`config.mk`:
```
export PLATFORM = sky130hd
export DESIGN_NAME = ht_alert_agg
export DESIGN_NICKNAME = d
export VERILOG_FILES = /design/src/rtl/ht_alert_pkg.sv /design/src/rtl/ht_sat_cnt.sv /design/src/rtl/ht_thr_guard.sv /design/src/rtl/ht_alert_agg.sv
export SDC_FILE = /design/constraint.sdc
export NUM_CORES = 1
export LEC_CHECK = 0
export BUFFER_PORTS_ARGS = -buffer_cell sky130_fd_sc_hd__buf_4
export CORE_MARGIN = 2
export CORE_UTILIZATION = 50
export DETAILED_ROUTE_END_ITERATION = 6
export GPL_TIMING_DRIVEN = 0
export PLACE_DENSITY = 0.75
export REMOVE_ABC_BUFFERS = 1
export SETUP_SLACK_MARGIN = 0.15
export SYNTH_ARGS = -nofsm -noshare
export SYNTH_HDL_FRONTEND = slang
export SYNTH_SLANG_ARGS = --single-unit
```
`constraint.sdc`:
```
create_clock -name clk_i -period 6.8 [get_ports clk_i]
set_input_delay 2.04 -clock clk_i [delete_from_list [all_inputs] [get_ports clk_i]]
set_output_delay 2.04 -clock clk_i [all_outputs]
set_load 0.05 [all_outputs]
```
`src/rtl/ht_alert_pkg.sv`:
```
package ht_alert_pkg;
  localparam int unsigned N_INT   = 7;
  localparam int unsigned N_EXT   = 2;
  localparam int unsigned CNT_W   = 4;
  localparam int unsigned SUM_W   = 16;
  localparam int unsigned THR_W   = 16;
  localparam logic [15:0] THR_DEF = 16'd2;
endpackage

```
`src/rtl/ht_sat_cnt.sv`:
```
module ht_sat_cnt #(
  parameter int unsigned W      = 4,
  parameter int unsigned STEP_W = 1
) (
  input  logic              clk_i,
  input  logic              rst_ni,
  input  logic              zero_i,
  input  logic              add_i,
  input  logic [STEP_W-1:0] step_i,
  output logic [W-1:0]      nxt_o,
  output logic [W-1:0]      cnt_o
);
  logic [W-1:0] cnt_q;
  logic [W:0]   wide;

  always_comb begin
    wide = {1'b0, cnt_q} + {{(W + 1 - STEP_W){1'b0}}, step_i};
    if (zero_i)     nxt_o = '0;
    else if (add_i) nxt_o = wide[W] ? {W{1'b1}} : wide[W-1:0];
    else            nxt_o = cnt_q;
  end

  always_ff @(posedge clk_i or negedge rst_ni) begin
    if (!rst_ni) cnt_q <= '0;
    else         cnt_q <= nxt_o;
  end

  assign cnt_o = cnt_q;
endmodule

```
`src/rtl/ht_thr_guard.sv`:
```
module ht_thr_guard #(
  parameter int unsigned       THR_W   = 16,
  parameter logic [THR_W-1:0]  THR_DEF = 2
) (
  input  logic               clk_i,
  input  logic               rst_ni,
  input  logic               we_i,
  input  logic [2*THR_W-1:0] wdata_i,
  input  logic               sts_we_i,
  input  logic               sts_wdata_i,
  output logic [THR_W-1:0]   thr_o,
  output logic               thr_ok_o,
  output logic               cfg_alert_o
);
  localparam logic [2*THR_W-1:0] WORD_RST = {~THR_DEF, THR_DEF};

  logic [2*THR_W-1:0] word_q;
  logic               sticky_q;

  always_ff @(posedge clk_i or negedge rst_ni) begin
    if (!rst_ni)   word_q <= WORD_RST;
    else if (we_i) word_q <= wdata_i;
  end

  assign thr_o    = word_q[THR_W-1:0];
  assign thr_ok_o = (word_q[2*THR_W-1:THR_W] == ~word_q[THR_W-1:0]);

  always_ff @(posedge clk_i or negedge rst_ni) begin
    if (!rst_ni)                      sticky_q <= 1'b0;
    else if (!thr_ok_o)               sticky_q <= 1'b1;
    else if (sts_we_i && !sts_wdata_i) sticky_q <= 1'b0;
  end

  assign cfg_alert_o = sticky_q;
endmodule

```
`src/rtl/ht_alert_agg.sv`:
```
module ht_alert_agg
  import ht_alert_pkg::*;
#(
  parameter int unsigned NI = N_INT,
  parameter int unsigned NE = N_EXT,
  parameter int unsigned CW = CNT_W,
  parameter int unsigned SW = SUM_W,
  parameter int unsigned TW = THR_W,
  localparam int unsigned NT = NI + NE,
  localparam int unsigned PW = $clog2(NT + 1)
) (
  input  logic            clk_i,
  input  logic            rst_ni,
  input  logic            win_done_i,
  input  logic [NI-1:0]   fail_int_i,
  input  logic [NE-1:0]   fail_ext_i,
  input  logic            clear_i,
  input  logic            thr_we_i,
  input  logic [2*TW-1:0] thr_wdata_i,
  input  logic            sts_we_i,
  input  logic            sts_wdata_i,
  output logic [NT*CW-1:0] cnt_o,
  output logic [SW-1:0]   sum_o,
  output logic            alert_met_o,
  output logic            intr_set_o,
  output logic            cfg_alert_o
);
  logic [NT-1:0] fail_all;
  logic [PW-1:0] n_fail;
  logic          any_fail, win_eff, zero_all, fire;
  logic          frozen_q, alert_q, intr_q;
  logic [TW-1:0] thr;
  logic          thr_ok;
  logic [SW-1:0] sum_nxt;

  assign fail_all = {fail_ext_i, fail_int_i};
  assign any_fail = |fail_all;
  assign win_eff  = win_done_i && !frozen_q && !clear_i;
  assign zero_all = clear_i || (win_done_i && !frozen_q && !any_fail);

  always_comb begin
    n_fail = '0;
    for (int k = 0; k < NT; k++) n_fail = n_fail + PW'(fail_all[k]);
  end

  for (genvar k = 0; k < NT; k++) begin : g_test
    logic [CW-1:0] unused_nxt;
    ht_sat_cnt #(.W(CW), .STEP_W(1)) u_cnt (
      .clk_i  (clk_i),
      .rst_ni (rst_ni),
      .zero_i (zero_all),
      .add_i  (win_eff && fail_all[k]),
      .step_i (1'b1),
      .nxt_o  (unused_nxt),
      .cnt_o  (cnt_o[k*CW +: CW])
    );
  end

  ht_sat_cnt #(.W(SW), .STEP_W(PW)) u_sum (
    .clk_i  (clk_i),
    .rst_ni (rst_ni),
    .zero_i (zero_all),
    .add_i  (win_eff && any_fail),
    .step_i (n_fail),
    .nxt_o  (sum_nxt),
    .cnt_o  (sum_o)
  );

  ht_thr_guard #(.THR_W(TW), .THR_DEF(TW'(THR_DEF))) u_thr (
    .clk_i       (clk_i),
    .rst_ni      (rst_ni),
    .we_i        (thr_we_i),
    .wdata_i     (thr_wdata_i),
    .sts_we_i    (sts_we_i),
    .sts_wdata_i (sts_wdata_i),
    .thr_o       (thr),
    .thr_ok_o    (thr_ok),
    .cfg_alert_o (cfg_alert_o)
  );

  assign fire = win_eff && any_fail && thr_ok && (thr != '0) &&
                (SW'(sum_nxt) >= SW'(thr));

  always_ff @(posedge clk_i or negedge rst_ni) begin
    if (!rst_ni) begin
      frozen_q <= 1'b0;
      alert_q  <= 1'b0;
      intr_q   <= 1'b0;
    end else begin
      alert_q <= fire;
      intr_q  <= fire;
      if (clear_i)   frozen_q <= 1'b0;
      else if (fire) frozen_q <= 1'b1;
    end
  end

  assign alert_met_o = alert_q;
  assign intr_set_o  = intr_q;
endmodule

```
==> results of run 1 <==
[metal layers]
metal,global-route usage (%),vias to the layer above,wire length (um)
met5,0,-,0
met4,7.79,0,183
met3,4.37,19,583
met2,35.2,118,5150
met1,28.6,1902,5260
li1,-,1964,-
[cell usage in the layout (no fill, tap or decap), drive strengths merged, types with 5 or more instances in the layout]
| master | n |
|---|---|
| buf | 103 |
| a21oi | 24 |
| nand3 | 16 |
| inv | 44 |
| dfstp | 16 |
| o22ai | 7 |
| mux2 | 17 |
| and4b | 7 |
| ha | 32 |
| dfrtp | 71 |
| xnor2 | 17 |
| and2 | 6 |
| a31oi | 5 |
| o21ai | 29 |
| nor3 | 22 |
| nand4 | 18 |
| nor4 | 12 |
| nand2 | 33 |
| nor2 | 29 |
| clkbuf | 9 |
| a211oi | 20 |
| fa | 6 |
[where the power goes]
group / leakage (nW) / internal, mW / switching (mW) / total (mW)
combinational: 1.59 / 0.126 / 0.178 / 0.304
clock: 0.114 / 0.208 / 0.195 / 0.403
sequential: 1.11 / 0.554 / 0.0308 / 0.585
total: 2.81 / 0.889 / 0.404 / 1.29
[cell type report]
class	instances	area share (%)
clock inverters	7	1.59
inverters	43	2.66
well taps	133	2.74
repair buffers	103	12.9
multi-input cells	343	41.8
flip-flops and latches	87	36.2
clock buffers	9	2.04
[state kept, by name, summed over array words and instances (netlist names)]
register            flops
u_thr.word_q           32
frozen_q                1
intr_set_o              1
g_test.u_cnt.cnt_o     36
u_sum.cnt_o            16
u_thr.cfg_alert_o       1
[final timing paths]
path                              startpoint                       end  slack [ps]  cells after the start
max                            fail_int_i[0]                  frozen_q         390                     19
min in group asynchronous             rst_ni  g_test[7].u_cnt.cnt_o[3]        1870                      1
max in group asynchronous             rst_ni            u_sum.cnt_o[4]        4230                      1
min reg2reg                u_thr.cfg_alert_o         u_thr.cfg_alert_o         490                      1
min                        u_thr.cfg_alert_o         u_thr.cfg_alert_o         490                      1
max reg2reg                   u_sum.cnt_o[0]                  frozen_q        1790                     18
[metrics by stage]
stage	std cells	utilization [%]	instance area, um2
global placement	708	59.8	5790
finish	725	62.7	6070
CTS	725	62.4	6040
floorplan	473	-	4850
global route	725	62.7	6070
detailed placement	709	60.1	5820
[cells by family (layout without fill, tap and decap cells)]
logic type | after synthesis | after routing
multiplexers | 18 | 18
adder cells (fa/ha/maj) | 38 | 38
AO/OA/AOI/OAI | 107 | 107
AND/OR/NAND/NOR | 160 | 160
buffers and inverters | 62 | 162
flip-flops | 87 | 87
XOR/XNOR | 20 | 20
[timing repair]
item	CTS	global route
endpoints found under the setup margin	0	2
gates resized for setup	0	5
buffers inserted	0	0
==> results.sh, run 1 <==
export IMPL_io_pin_count=103
export IMPL_ir_worst_vdd_mv=0.122
export IMPL_overflow=0
export IMPL_area_delta_synth_final_pct=22.7
export IMPL_gp_congestion=0.826
export IMPL_drive_gt1_share_pct=29.1
export IMPL_yosysSeqAreaShare_pct=44.4
export IMPL_grt_setup_unrepaired="no"
export IMPL_path_delay_family="adder cells"
export IMPL_synth_edf_count=0
export IMPL_grt_start_max_net_pins=88
export IMPL_cts_tree="yes"
export IMPL_period_needed_ps=6410
export IMPL_ys_ff_latch=87
export IMPL_synth_xor_area_share_pct=3.54
export IMPL_ctsHoldBuffers=0
export IMPL_synth_area_um2=4950
export IMPL_synth_top_cell_area_share_pct=35.9
export IMPL_fp_row_count=36
export IMPL_post_place_ws_ps=-64.2
export IMPL_cp_arrival_ps=6680
export IMPL_cpMostUsedCell="fa_1"
export IMPL_total_power_mw=1.29
export IMPL_core_region_area_um2=9680
export IMPL_ant_nets=0
export IMPL_drtIter0Drc=143
export IMPL_hold_viol=0
export IMPL_maxCapViolations=0
export IMPL_worst_slack_ps=391
export IMPL_numCtsBuffers=9
export IMPL_ys_warn_count=0
export IMPL_synth_async_reset_ratio_pct=100
export IMPL_n_antenna_cell=0
export IMPL_tns_ps=0
export IMPL_start_util_pct=51.1
export IMPL_cp_max_fo=6
export IMPL_drcViolationCount=0
export IMPL_port_buffers=102
export IMPL_cts_htree_levels=3
export IMPL_ys_types=56
export IMPL_min_period_over_period_pct=94.3
export IMPL_synthSimpleGateAreaFrac_pct=18.4
export IMPL_dp_hpwl_um=8240
export IMPL_fin_worst_skew_ps=12.4
export IMPL_p_leak_nw=2.81
export IMPL_track_usage_pct=21.6
export IMPL_synth_largest_area_cell="dfrtp_1"
export IMPL_worstSetupStartpointType="primary input"
export IMPL_syn_area_per_cell_um2=10.1
export IMPL_synth_compound_area_share_pct=14.0
export IMPL_synth_most_common_cell="dfrtp_1"
export IMPL_crit_required_ps=7070
export IMPL_antenna_found_initial=0
export IMPL_setup_violations_final=0
export IMPL_die_h_um=103
export IMPL_max_stage_delay_ps=540
export IMPL_num_vias=4003
export IMPL_synth_top_family_by_area="simple AND/OR/NAND/NOR gates"
export IMPL_path_cells="buf_4 -> fa_1 -> inv_1 -> fa_1 -> fa_1 -> inv_1 -> ha_1 -> inv_1 -> fa_1 -> nor2b_1 -> o31a_1 -> and2_4 -> nand2_1 -> a311oi_2 -> ha_1 -> nand4_1 -> nor4_2 -> a221oi_2 -> o31ai_1"
export IMPL_synth_ff_type="dfrtp_1"
export IMPL_vias_per_cell=5.52
export IMPL_grt_first_pass_wirelength_um=17900
export IMPL_hold_class="flop to flop"
export IMPL_die_area_um2=10700
export IMPL_nets=673
export IMPL_hold_worst_slack_ps=493
export IMPL_crit_buf_inv=4
export IMPL_clkTransAtPathRegs_ps=90
export IMPL_synth_common_cells="dfrtp_1, inv_1, nand2_1"
export IMPL_cts_num_sinks=87
export IMPL_multi_input_area_um2=2540
export IMPL_cp_end_kind="flop"
export IMPL_wirelength_um=11200
export IMPL_worst_setup_path_type="primary input to flop"
export IMPL_status="completed"
export IMPL_die_width_um=103
export IMPL_cts_root_buffer="clkbuf_8"
export IMPL_worst_skew_pair_late_latency_ps=370
export IMPL_power_density_nw_per_um2=213
export IMPL_worst_pin_slew_ps=1090
export IMPL_fillCellCount=803
export IMPL_muxShareOfSynthArea_pct=4.07
export IMPL_fmax_mhz=156
export IMPL_cts_buffer_depth=2
export IMPL_synth_area_top_cells="dfrtp_1, dfstp_2, ha_1"
export IMPL_drv_slew=0
export IMPL_max_slew_margin_pct=27.3
export IMPL_synthAdderAreaFrac_pct=10.5
export IMPL_grt_pass1_vias=3815
export IMPL_slowest_stage="fa_1"
export IMPL_firstDrtPassIters=4
export IMPL_register_area_um2=2200
export IMPL_syn_inst=492
export IMPL_wl_per_cell_um=15.4
Power figures use the tool's default switching activity.
==> run 2, diff against run 1 <==
--- a/config.mk
+++ b/config.mk
@@ -5,12 +5,13 @@
 export SDC_FILE = /design/constraint.sdc
 export NUM_CORES = 1
 export LEC_CHECK = 0
+export ABC_AREA = 1
 export BUFFER_PORTS_ARGS = -buffer_cell sky130_fd_sc_hd__buf_4
 export CORE_MARGIN = 2
 export CORE_UTILIZATION = 50
 export DETAILED_ROUTE_END_ITERATION = 6
 export GPL_TIMING_DRIVEN = 0
-export PLACE_DENSITY = 0.75
+export PLACE_DENSITY = 0.74
 export REMOVE_ABC_BUFFERS = 1
 export SETUP_SLACK_MARGIN = 0.15
 export SYNTH_ARGS = -nofsm -noshare
==> run 2 against run 1 <==
Effect of this change: setup slack improved by 360 ps; largest power group unchanged; core utilization fell by 0.48 points; clock skew down 1.7 ps; highest routed layer unchanged; non-clock buffer count is 1 lower; cell count rose by 32%; count of clock-buffer cells in the layout grew 2; power down 0.58%; synthesized area rose by 8.5%; synthesized cell count is 45% higher.
==> results.sh, run 2 <==
export IMPL_cts_resized_gates=0
export IMPL_synth_edf_count=0
export IMPL_drcViolationCount=0
export IMPL_die_area_um2=11600
export IMPL_cts_buffer_depth=2
export IMPL_synth_async_reset_ratio_pct=100
export IMPL_dp_hpwl_um=9310
export IMPL_crit_required_ps=7060
export IMPL_hold_viol=0
export IMPL_worstSetupStartpointType="primary input"
export IMPL_largest_reg_flops=36
export IMPL_overflow=0
export IMPL_hold_worst_slack_ps=496
export IMPL_core_region_area_um2=10400
export IMPL_r2r_end="intr_set_o"
export IMPL_area_delta_synth_final_pct=20.1
export IMPL_synth_area_top_cells="dfrtp_1, nand2_1, dfstp_2"
export IMPL_grt_pass1_vias=4650
export IMPL_cts_root_buffer="clkbuf_8"
export IMPL_track_usage_pct=22.6
export IMPL_cpMostUsedCell="nand2_1"
export IMPL_final_common_cell="nand2_1"
export IMPL_firstDrtPassIters=4
export IMPL_synth_top_cell_area_share_pct=33.1
export IMPL_cp_end_kind="flop"
export IMPL_total_power_mw=1.28
export IMPL_numCtsBuffers=9
export IMPL_grt_first_pass_wirelength_um=20800
export IMPL_hold_class="flop to flop"
export IMPL_ys_ff_latch=87
export IMPL_final_cell_mix="nand2_1, inv_1, buf_4, dfrtp_1, nor2_1"
export IMPL_p_leak_nw=3.38
export IMPL_cp_arrival_ps=6300
export IMPL_grt_start_max_net_pins=88
export IMPL_drv_slew=0
export IMPL_io_pin_count=103
export IMPL_syn_area_per_cell_um2=7.52
export IMPL_start_util_pct=51.8
export IMPL_cts_tree="yes"
export IMPL_worst_pin_slew_ps=1100
export IMPL_ctsHoldBuffers=0
export IMPL_timing_reg2reg_setup_slack_ps=2220
export IMPL_cp_max_fo=4
export IMPL_max_slew_margin_pct=26.4
export IMPL_tns_ps=0
export IMPL_fmax_mhz=165
export IMPL_die_width_um=108
export IMPL_path_cells="buf_4 -> fa_1 -> inv_1 -> fa_1 -> fa_1 -> inv_1 -> ha_1 -> inv_1 -> fa_1 -> nand3b_1 -> nand2_1 -> nand2_1 -> inv_1 -> nand2_1 -> nand3_1 -> nand2_1 -> a21oi_1 -> ha_1 -> nand2_1 -> nor4_1 -> nand2_1 -> nand2_1 -> nor3b_1"
export IMPL_syn_inst=714
export IMPL_power_density_nw_per_um2=199
export IMPL_crit_path_end="intr_set_o"
export IMPL_die_h_um=108
export IMPL_fp_row_count=37
export IMPL_vias_per_cell=5.10
export IMPL_status="completed"
export IMPL_ant_nets=0
export IMPL_worst_skew_pair_late_latency_ps=370
export IMPL_ir_worst_vdd_mv=0.118
export IMPL_synth_largest_area_cell="dfrtp_1"
export IMPL_cts_htree_levels=3
export IMPL_port_buffers=102
export IMPL_nets=900
export IMPL_post_cts_buffers=0
export IMPL_fin_worst_skew_ps=10.6
export IMPL_yosysSeqAreaShare_pct=40.9
export IMPL_maxCapViolations=0
export IMPL_drtIter0Drc=254
export IMPL_drive_gt1_share_pct=18.3
export IMPL_max_stage_delay_ps=530
export IMPL_synth_most_common_cell="nand2_1"
export IMPL_ys_types=39
export IMPL_synth_ff_type="dfrtp_1"
export IMPL_fillCellCount=945
export IMPL_setup_violations_final=0
export IMPL_worst_setup_path_type="primary input to flop"
export IMPL_synth_common_cells="nand2_1, inv_1, dfrtp_1"
export IMPL_clkTransAtPathRegs_ps=90
export IMPL_gp_congestion=0.861
export IMPL_antenna_found_initial=0
export IMPL_min_period_over_period_pct=88.9
export IMPL_n_antenna_cell=0
export IMPL_r2r_start="u_sum.cnt_o[0]"
export IMPL_wl_per_cell_um=12.9
export IMPL_slowest_stage="fa_1"
export IMPL_period_needed_ps=6050
export IMPL_wirelength_um=12400
export IMPL_synth_area_um2=5370
export IMPL_ys_warn_count=0
export IMPL_grt_setup_unrepaired="no"
export IMPL_num_vias=4868
export IMPL_rr_worst_depth=22
export IMPL_cts_num_sinks=87
export IMPL_cp_startpoint="fail_int_i[0]"
[run 2: changes by cell type after synthesis, moves of 9 or more]
| cell | previous run | this run |
|---|---|---|
| nand2_1 | 33 | 213 |
| inv_1 | 43 | 108 |
| nor2_1 | 29 | 70 |
| o21ai_0 | 29 | 55 |
| mux2_2 | 17 | 0 |
| xnor2_1 | 17 | 1 |
| nand4_1 | 17 | 4 |
| nand3_1 | 16 | 28 |
| a211oi_1 | 18 | 9 |
[run 2: worst max-delay path: cells and delay by family]
| kind | cells | cell delay, ps |
|---|---|---|
| adders and majority gates | 6 | 2180 |
| AOI/OAI and AO/OA | 1 | 250 |
| and+or+nand+nor | 11 | 1440 |
| buffers and inverters | 5 | 370 |
[run 2: per-stage QoR]
step / cells / cell area, um2 / worst slack [ps] / util (%)
global placement: 939 / 6230 / 384 / 60.1
floorplan: 701 / 5300 / 972 / -
global route: 955 / 6450 / 508 / 62.2
detailed placement: 939 / 6230 / 381 / 60.1
CTS: 955 / 6450 / 773 / 62.2
finish: 955 / 6450 / 754 / 62.2
[run 2: how the worst min path moves through the flow]
stage | start | end | slack (ps) | cells after the start
6_report | u_thr.word_q[16] | u_thr.word_q[16] | 500 | 2
5_1_grt | u_thr.word_q[22] | u_thr.word_q[22] | 520 | 2
4_1_cts | u_thr.word_q[16] | u_thr.word_q[16] | 500 | 2
3_5_place_dp | u_thr.word_q[16] | u_thr.word_q[16] | 480 | 2
3_3_place_gp | u_thr.word_q[20] | u_thr.word_q[20] | 480 | 2
2_1_floorplan | u_thr.word_q[16] | u_thr.word_q[16] | 470 | 2
[run 2: power breakdown]
group	switching [mW]	leakage [nW]	total, mW	internal, mW
clock network	0.194	0.0958	0.402	0.207
registers	0.0227	1.11	0.575	0.552
logic	0.197	2.17	0.308	0.111
total	0.414	3.38	1.28	0.871
[run 2: cell families (layout without fill, tap and decap cells)]
| family | count (synthesis) | count (layout) | synth area share [%] |
|---|---|---|---|
| buf+inv | 123 | 228 | 9.02 |
| simple gates | 355 | 355 | 28.1 |
| xor+xnor | 4 | 4 | 0.652 |
| compound gates | 107 | 107 | 11.6 |
| flops | 87 | 87 | 40.9 |
| fa+ha+maj | 38 | 38 | 9.69 |
[run 2: cell type report]
class	instances	area (um2)	area share, %
clock buffer	11	131	2.04
clock inverter	5	82.6	1.28
inverter	110	413	6.40
multi-input combinational	504	2690	41.7
sequential	87	2200	34.1
tap	136	170	2.64
timing repair buffer	102	766	11.9
[run 2: routing by layer]
| layer | wire, um | track usage (%) |
|---|---|---|
| met5 | 0 | 0 |
| met4 | 284 | 10.2 |
| met3 | 541 | 2.91 |
| met2 | 5930 | 38.0 |
| met1 | 5610 | 29.2 |
